===== config.mk =====
export PLATFORM = sky130hd
export DESIGN_NAME = raster_timing_ctl
export DESIGN_NICKNAME = d
export VERILOG_FILES = /design/src/rtl/raster_pkg.sv /design/src/rtl/raster_sense_sync.sv /design/src/rtl/raster_regfile.sv /design/src/rtl/raster_counters.sv /design/src/rtl/raster_sync_gen.sv /design/src/rtl/raster_timing_ctl.sv
export SDC_FILE = /design/constraint.sdc
export NUM_CORES = 1
export LEC_CHECK = 0
export ABC_AREA = 1
export BUFFER_PORTS_ARGS = -buffer_cell sky130_fd_sc_hd__buf_2
export CAP_MARGIN = 10
export CORE_ASPECT_RATIO = 0.75
export CORE_MARGIN = 2
export CORE_UTILIZATION = 52
export DETAILED_ROUTE_END_ITERATION = 12
export PLACE_DENSITY = 0.69
export SLEW_MARGIN = 30
export SYNTH_ARGS = -nofsm -noshare
export SYNTH_HDL_FRONTEND = slang
export SYNTH_SLANG_ARGS = --single-unit

===== constraint.sdc =====
create_clock -name clk -period 3.37 [get_ports clk]
set_input_delay 0.674 -clock clk [delete_from_list [all_inputs] [get_ports clk]]
set_output_delay 0.674 -clock clk [all_outputs]
set_load 0.03 [all_outputs]

===== src/rtl/raster_pkg.sv =====
// Package: shared constants for the raster timing control block.
// Assumes a 5-bit byte offset space and byte-wide registers.
package raster_pkg;
    localparam int ADDR_W  = 5;
    localparam int DATA_W  = 8;
    localparam int VB_W    = 2 * DATA_W;   // vertical blank start spans two bytes
    localparam int NUM_TIM = 14;           // timing bytes at 0x12..0x1F
    localparam int SENSE_W = 3;
    localparam int ID_W    = 4;
    localparam int STAT_IN_W = SENSE_W + ID_W;

    localparam logic [ADDR_W-1:0] OFF_CTRL = 5'h10;
    localparam logic [ADDR_W-1:0] OFF_STAT = 5'h11;
    localparam logic [ADDR_W-1:0] OFF_TIM0 = 5'h12;

    // timing byte indices, relative to OFF_TIM0
    localparam int TI_HB_S  = 2;
    localparam int TI_HB_E  = 3;
    localparam int TI_HS_S  = 4;
    localparam int TI_HS_E  = 5;
    localparam int TI_VB_HI = 7;
    localparam int TI_VB_LO = 8;
    localparam int TI_VB_E  = 9;
    localparam int TI_VS_S  = 10;
    localparam int TI_VS_E  = 11;

    // control bit positions
    localparam int CB_IRQ_EN = 7;
    localparam int CB_VIDEO  = 6;
    localparam int CB_TIMING = 5;
endpackage


===== src/rtl/raster_sense_sync.sv =====
// Module: multi-stage synchroniser for the monitor sense and board id pins.
// Assumes the pins change slowly compared with clk; no bus coherency is needed.
module raster_sense_sync #(
    parameter int WIDTH  = 7,
    parameter int STAGES = 2
) (
    input  logic             clk,
    input  logic             rst_n,
    input  logic [WIDTH-1:0] async_in,
    output logic [WIDTH-1:0] sync_out
);
    logic [WIDTH-1:0] stage_q [STAGES];

    generate
        for (genvar gs = 0; gs < STAGES; gs++) begin : g_stage
            if (gs == 0) begin : g_first
                // first stage samples the pins
                always_ff @(posedge clk) begin
                    if (!rst_n) stage_q[0] <= '0;
                    else        stage_q[0] <= async_in;
                end
            end else begin : g_next
                // later stages settle the sampled value
                always_ff @(posedge clk) begin
                    if (!rst_n) stage_q[gs] <= '0;
                    else        stage_q[gs] <= stage_q[gs-1];
                end
            end
        end
    endgenerate

    assign sync_out = stage_q[STAGES-1];
endmodule


===== src/rtl/raster_regfile.sv =====
// Module: host-visible register file: control byte, status byte, timing bytes.
// Assumes single-cycle writes and a combinational read path by offset.
// The pending flag lives here; a new vertical blank outranks a clear.
module raster_regfile
    import raster_pkg::*;
(
    input  logic                 clk,
    input  logic                 rst_n,
    input  logic                 bus_wr,
    input  logic [ADDR_W-1:0]    bus_addr,
    input  logic [DATA_W-1:0]    bus_wdata,
    output logic [DATA_W-1:0]    bus_rdata,
    input  logic [STAT_IN_W-1:0] stat_in,
    input  logic                 vblank_rise,
    output logic                 irq_en,
    output logic                 video_en,
    output logic                 timing_en,
    output logic                 pending,
    output logic [DATA_W-1:0]    hb_s,
    output logic [DATA_W-1:0]    hb_e,
    output logic [DATA_W-1:0]    hs_s,
    output logic [DATA_W-1:0]    hs_e,
    output logic [VB_W-1:0]      vb_start,
    output logic [DATA_W-1:0]    vb_len,
    output logic [DATA_W-1:0]    vs_s,
    output logic [DATA_W-1:0]    vs_e
);
    logic [DATA_W-1:0] ctrl_q;
    logic [DATA_W-1:0] tim_q [NUM_TIM];
    logic              pend_q;
    logic [3:0]        tim_idx;
    logic              stat_wr;

    assign stat_wr = bus_wr && (bus_addr == OFF_STAT);
    assign tim_idx = 4'(bus_addr - OFF_TIM0);

    // control byte storage
    always_ff @(posedge clk) begin
        if (!rst_n)                                 ctrl_q <= '0;
        else if (bus_wr && (bus_addr == OFF_CTRL))  ctrl_q <= bus_wdata;
    end

    generate
        for (genvar gi = 0; gi < NUM_TIM; gi++) begin : g_tim
            // one timing byte per offset
            always_ff @(posedge clk) begin
                if (!rst_n)
                    tim_q[gi] <= '0;
                else if (bus_wr && (bus_addr == ADDR_W'(int'(OFF_TIM0) + gi)))
                    tim_q[gi] <= bus_wdata;
            end
        end
    endgenerate

    // interrupt pending: set at vertical blank start, cleared by status write
    always_ff @(posedge clk) begin
        if (!rst_n)           pend_q <= 1'b0;
        else if (vblank_rise) pend_q <= 1'b1;
        else if (stat_wr)     pend_q <= 1'b0;
    end

    // read multiplexer by byte offset
    always_comb begin
        bus_rdata = '0;
        if (bus_addr == OFF_CTRL)      bus_rdata = ctrl_q;
        else if (bus_addr == OFF_STAT) bus_rdata = {pend_q, stat_in};
        else if (bus_addr >= OFF_TIM0) bus_rdata = tim_q[tim_idx];
    end

    assign irq_en    = ctrl_q[CB_IRQ_EN];
    assign video_en  = ctrl_q[CB_VIDEO];
    assign timing_en = ctrl_q[CB_TIMING];
    assign pending   = pend_q;
    assign hb_s      = tim_q[TI_HB_S];
    assign hb_e      = tim_q[TI_HB_E];
    assign hs_s      = tim_q[TI_HS_S];
    assign hs_e      = tim_q[TI_HS_E];
    assign vb_start  = {tim_q[TI_VB_HI], tim_q[TI_VB_LO]};
    assign vb_len    = tim_q[TI_VB_E];
    assign vs_s      = tim_q[TI_VS_S];
    assign vs_e      = tim_q[TI_VS_E];
endmodule


===== src/rtl/raster_counters.sv =====
// Module: prescaler, column counter and line counter of the raster.
// Assumes CHAR_CLKS >= 2. All counters are held at zero while en is low.
// A line ends after column hb_e; a frame ends after line vb_start + vb_len.
module raster_counters
    import raster_pkg::*;
#(
    parameter int CHAR_CLKS = 8
) (
    input  logic              clk,
    input  logic              rst_n,
    input  logic              en,
    input  logic [DATA_W-1:0] hb_e,
    input  logic [VB_W-1:0]   vb_start,
    input  logic [DATA_W-1:0] vb_len,
    output logic [DATA_W-1:0] h_col,
    output logic [VB_W-1:0]   v_line,
    output logic              char_last
);
    localparam int CW = (CHAR_CLKS > 1) ? $clog2(CHAR_CLKS) : 1;

    logic [CW-1:0]     char_q;
    logic [DATA_W-1:0] h_q;
    logic [VB_W-1:0]   v_q;
    logic [VB_W:0]     frame_last;
    logic              line_end;
    logic              frame_end;

    assign char_last  = (char_q == CW'(CHAR_CLKS - 1));
    assign frame_last = {1'b0, vb_start} + (VB_W+1)'(vb_len);
    assign line_end   = (h_q >= hb_e);
    assign frame_end  = ({1'b0, v_q} >= frame_last);

    // pixel prescaler: one column per CHAR_CLKS clocks
    always_ff @(posedge clk) begin
        if (!rst_n || !en)  char_q <= '0;
        else if (char_last) char_q <= '0;
        else                char_q <= char_q + 1'b1;
    end

    // column counter, wraps at the end of the line
    always_ff @(posedge clk) begin
        if (!rst_n || !en)  h_q <= '0;
        else if (char_last) h_q <= line_end ? '0 : h_q + 1'b1;
    end

    // line counter, advances at each line end and wraps at the frame end
    always_ff @(posedge clk) begin
        if (!rst_n || !en)
            v_q <= '0;
        else if (char_last && line_end)
            v_q <= frame_end ? '0 : v_q + 1'b1;
    end

    assign h_col  = h_q;
    assign v_line = v_q;
endmodule


===== src/rtl/raster_sync_gen.sv =====
// Module: window compare for sync and blank, and vertical blank start detect.
// Assumes counters from raster_counters; all windows are inactive while en is low.
// Vertical sync is placed in lines counted from the start of vertical blank.
module raster_sync_gen
    import raster_pkg::*;
(
    input  logic              clk,
    input  logic              rst_n,
    input  logic              en,
    input  logic              video_en,
    input  logic [DATA_W-1:0] h_col,
    input  logic [VB_W-1:0]   v_line,
    input  logic [DATA_W-1:0] hb_s,
    input  logic [DATA_W-1:0] hs_s,
    input  logic [DATA_W-1:0] hs_e,
    input  logic [VB_W-1:0]   vb_start,
    input  logic [DATA_W-1:0] vs_s,
    input  logic [DATA_W-1:0] vs_e,
    output logic              hsync,
    output logic              vsync,
    output logic              blank,
    output logic              vblank_rise
);
    logic            hblank_w;
    logic            vblank_w;
    logic            vblank_q;
    logic [VB_W-1:0] v_rel;

    // window compares against the live counters
    always_comb begin
        v_rel    = v_line - vb_start;
        hblank_w = en && (h_col >= hb_s);
        vblank_w = en && (v_line >= vb_start);
        hsync    = en && (h_col >= hs_s) && (h_col < hs_e);
        vsync    = vblank_w && (v_rel >= VB_W'(vs_s)) && (v_rel < VB_W'(vs_e));
        blank    = !en || !video_en || hblank_w || vblank_w;
    end

    // previous vertical blank state for edge detection
    always_ff @(posedge clk) begin
        if (!rst_n) vblank_q <= 1'b0;
        else        vblank_q <= vblank_w;
    end

    assign vblank_rise = vblank_w && !vblank_q;
endmodule


===== src/rtl/raster_timing_ctl.sv =====
// Module: top of the raster timing control register block.
// Assumes clk is the pixel clock; sense and id pins are asynchronous.
module raster_timing_ctl
    import raster_pkg::*;
#(
    parameter int CHAR_CLKS   = 8,
    parameter int SYNC_STAGES = 2
) (
    input  logic               clk,
    input  logic               rst_n,
    input  logic               bus_wr,
    input  logic [ADDR_W-1:0]  bus_addr,
    input  logic [DATA_W-1:0]  bus_wdata,
    output logic [DATA_W-1:0]  bus_rdata,
    input  logic [SENSE_W-1:0] mon_sense,
    input  logic [ID_W-1:0]    board_id,
    output logic               hsync,
    output logic               vsync,
    output logic               blank,
    output logic               video_on,
    output logic               irq
);
    logic [STAT_IN_W-1:0] stat_sync;
    logic                 irq_en, video_en, timing_en, pending, vblank_rise;
    logic [DATA_W-1:0]    hb_s, hb_e, hs_s, hs_e, vb_len, vs_s, vs_e;
    logic [VB_W-1:0]      vb_start;
    logic [DATA_W-1:0]    h_col;
    logic [VB_W-1:0]      v_line;
    logic                 char_last;

    raster_sense_sync #(.WIDTH(STAT_IN_W), .STAGES(SYNC_STAGES)) u_sync (
        .clk(clk), .rst_n(rst_n),
        .async_in({mon_sense, board_id}), .sync_out(stat_sync)
    );

    raster_regfile u_regs (
        .clk(clk), .rst_n(rst_n),
        .bus_wr(bus_wr), .bus_addr(bus_addr), .bus_wdata(bus_wdata), .bus_rdata(bus_rdata),
        .stat_in(stat_sync), .vblank_rise(vblank_rise),
        .irq_en(irq_en), .video_en(video_en), .timing_en(timing_en), .pending(pending),
        .hb_s(hb_s), .hb_e(hb_e), .hs_s(hs_s), .hs_e(hs_e),
        .vb_start(vb_start), .vb_len(vb_len), .vs_s(vs_s), .vs_e(vs_e)
    );

    raster_counters #(.CHAR_CLKS(CHAR_CLKS)) u_cnt (
        .clk(clk), .rst_n(rst_n), .en(timing_en),
        .hb_e(hb_e), .vb_start(vb_start), .vb_len(vb_len),
        .h_col(h_col), .v_line(v_line), .char_last(char_last)
    );

    raster_sync_gen u_gen (
        .clk(clk), .rst_n(rst_n), .en(timing_en), .video_en(video_en),
        .h_col(h_col), .v_line(v_line),
        .hb_s(hb_s), .hs_s(hs_s), .hs_e(hs_e),
        .vb_start(vb_start), .vs_s(vs_s), .vs_e(vs_e),
        .hsync(hsync), .vsync(vsync), .blank(blank), .vblank_rise(vblank_rise)
    );

    assign video_on = video_en;
    assign irq      = pending && irq_en;
endmodule


==> flow_metrics.env <==
export IMPL_status="complete, but fails checks"
export IMPL_violations="setup timing"
export IMPL_grt_pass1_wl_mm=42.78
export IMPL_synth_fp_nets=1310
export IMPL_clkLatencyLatePin_ps=440
export IMPL_switching_power_mw=1.480
export IMPL_yosysTopAreaCellShare_pct=33.55
export IMPL_cap_violations=0
export IMPL_leakage_nw=5.252
export IMPL_power_mw=4.950
export IMPL_worst_hold_slack_ps=404.6
export IMPL_synth_ff_latch_count=163
export IMPL_crit_chain="inv_2 > ha_4 > nand2_2 > o21ai_4 > nand2_2 > nand2_2 > xor2_2 > ha_1 > a21oi_2 > nand3_1 > nor2_1 > nand3_2 > nor2_4 > nand4_1 > nor2_1 > buf_4"
export IMPL_vias_per_cell=5.617
export IMPL_yosys_top_cells_area="edfxtp_1 34%, ha_1 11%, dfxtp_1 10%, nand2_1 8.5%, nor2_1 6.9%"
export IMPL_port_buffers=35
export IMPL_cts_clk_slew_worst_paths_ps=70
export IMPL_gp_congestion=0.9736
export IMPL_setup_ws_ps=-310.9
export IMPL_worst_path_stages=16
export IMPL_grt_pass1_vias=7678
export IMPL_hold_depth=3
export IMPL_wirelength_mm=27.67
export IMPL_diodes=0
export IMPL_cts_sinks=163
export IMPL_syn_avg_cell_area_um2=8.395
export IMPL_synth_edf_count=112
export IMPL_cp_start_kind="flip-flop"
export IMPL_drive_above_1_share_pct=17.83
export IMPL_antenna_found_initial=0
export IMPL_min_period_over_period_pct=109.2
export IMPL_critPathMostFrequentCell="nand2_2"
export IMPL_rsz0062_at_grt="true"
export IMPL_synth_most_common_cell="nand2_1"
export IMPL_dieArea_mm2=0.02041
export IMPL_vias=8633
export IMPL_arrival_ps=3010
export IMPL_wl_per_cell_um=18.00
export IMPL_die_w_um=164.3
export IMPL_die_h_um=124.2
export IMPL_synth_commonest_cells="227 x nand2_1, 185 x nor2_1, 156 x inv_1"
export IMPL_async_flop_share_pct=0
export IMPL_grt_max_degree=30
export IMPL_ctsLongestPathBuffers=2
export IMPL_min_path_type="in2reg"
export IMPL_yosysSeqAreaShare_pct=43.74
export IMPL_initial_core_util_pct=53.69
export IMPL_skew_ps=6.126
export IMPL_slew_viol_final=0
export IMPL_finalCriticalPeriod_ps=3681
export IMPL_synth_area_leader_cell="edfxtp_1"
export IMPL_synth_top_flop_cell="edfxtp_1"
export IMPL_worst_path_buf_inv=2
export IMPL_syn_cell_area_mm2=0.01002
export IMPL_p_per_area_mw_per_mm2=418.0
export IMPL_io_pins=36
export IMPL_htree_levels=4
export IMPL_core_area_mm2=0.01867
export IMPL_finalSetupTns_ps=-310.9
export IMPL_yosysWarnings=0
export IMPL_p_sw_share_pct=29.91
export IMPL_cell_internal_pwr_mw=3.469
export IMPL_slowest_stage="edfxtp_1"
export IMPL_hold_violations=0
export IMPL_seqPwrFrac_pct=45.5
export IMPL_ir_drop_mv=0.2596
export IMPL_clkPwrFrac_pct=39.2
export IMPL_dp_slack_ps=-37.39
export IMPL_cts_root_buf="clkbuf_16"
export IMPL_syn_inst=1194
export IMPL_cts_buffers=17
export IMPL_first_pass_iters=5
export IMPL_synth_cell_types=50
export IMPL_cp_end_kind="output port"
export IMPL_final_cell_count_no_fill=1537
export IMPL_timing_fmax_ghz=0.2717
export IMPL_ant_nets=0
export IMPL_path_delay_family="simple AND/OR/NAND/NOR gates"
export IMPL_area_growth_pct=18.13
export IMPL_drcViolationCount=0
export IMPL_dp_cells=1493
export IMPL_final_nets=1393
export IMPL_slew_headroom_pct=46.94
export IMPL_finalSetupViolCount=1
export IMPL_num_rows=43
export IMPL_crit_required_ps=2700
export IMPL_worstMarginPinSlew_ps=795.0
export IMPL_crit_path_max_incr_delay_ps=390
export IMPL_p_comb_share_pct=15.2
export IMPL_path_max_fanout=4
export IMPL_cts_tree="yes"
export IMPL_drt_iter0_markers=944
export IMPL_ff2ff_path_depth=23
export IMPL_critPathKind="reg2out"
export IMPL_grt_usage_pct=27.68
export IMPL_dp_hpwl_mm=20.53
export IMPL_gr_total_overflow=0
==> registers in the layout, summed over array words and instances (netlist names) <==
register        count
u_sync.stage_q     14
u_cnt.h_col         8
u_regs.pending      1
u_gen.vblank_q      1
u_cnt.v_line       16
u_regs.ctrl_q       8
u_cnt.char_q        3
u_regs.tim_q      112
==> layout make-up <==
| class | count | area (um^2) |
|---|---|---|
| multi-input cells | 838 | 5280 |
| clock inverters | 15 | 161.4 |
| well taps | 247 | 309.0 |
| clock buffers | 17 | 425.4 |
| repair buffers | 93 | 664.4 |
| fillers | 1567 | 6829 |
| flip-flops and latches | 163 | 4384 |
| inverters | 164 | 615.6 |
==> cells by family after synthesis <==
| logic type | share of synthesized area (%) |
|---|---|
| buffers and inverters | 7.515 |
| AO/OA/AOI/OAI | 10.74 |
| flip-flops | 43.74 |
| XOR/XNOR | 3.320 |
| adder cells (fa/ha/maj) | 11.76 |
| AND/OR/NAND/NOR | 22.93 |
==> worst paths after layout <==
kind	start	slack, ps	endpoint
worst max-delay path	u_regs.tim_q[8][2]	-310	vsync
worst min-delay path	mon_sense[0]	400	u_sync.stage_q[0][4]
worst max register to register	u_regs.tim_q[8][2]	40	u_cnt.v_line[5]
worst min register to register	u_sync.stage_q[0][5]	410	u_sync.stage_q[1][5]
==> through the flow <==
step | cell area [um^2] | utilization [%]
5_1_grt | 11840 | 63.42
4_1_cts | 11440 | 61.28
2_1_floorplan | 10020 | -
6_report | 11840 | 63.42
3_3_place_gp | 10750 | 57.60
3_5_place_dp | 10750 | 57.60
==> layer usage <==
layer	routed length [um]	up-vias	track usage, %
met2	11560	388	38.15
met1	13000	4041	43.50
met4	497	0	7.637
li1	-	4165	-
met5	0	-	0
met3	2618	39	5.704
==> tightest hold or removal path: stages <==
cell,delay [ps]
buf_2,70
nand2_1,40
inv_1,40
==> placed cells by master (no fill, tap or decap), types with 4 or more instances in the layout <==
master and count:
a21oi_1 58, a21oi_2 9, a221oi_1 5, a22oi_1 10
buf_2 33, buf_4 54, clkbuf_16 17, dfxtp_1 51
edfxtp_1 112, ha_1 77, ha_4 11, inv_1 146
inv_2 17, inv_8 5, nand2_1 214, nand2_2 14
nand3_1 49, nand3_2 7, nand3_4 4, nand3b_1 5
nand4_1 14, nor2_1 179, nor2_2 7, nor2_4 15
nor3_1 9, o21ai_0 35, o21ai_1 5, o22ai_1 17
o311ai_0 5, o31ai_1 5, xnor2_1 9, xor2_1 25
==> power by group through the flow <==
stage          sequential [mW]  clock (mW)  combinational (mW)
2_1_floorplan             2.29           0               0.439
3_3_place_gp              2.29           0               0.661
3_5_place_dp              2.30           0               0.668
4_1_cts                   2.25        1.95               0.685
5_1_grt                   2.26        2.04               0.823
6_report                  2.25        1.94               0.754
==> what timing repair did <==
| item | CTS | global route |
|---|---|---|
| hold buffers | 0 | 0 |
| buffers inserted | 4 | 10 |
| endpoints found under the setup margin | 2 | 18 |
| pin swaps | 8 | 36 |
| resized for setup | 20 | 73 |
No activity file was read; power rests on OpenSTA's default activity.
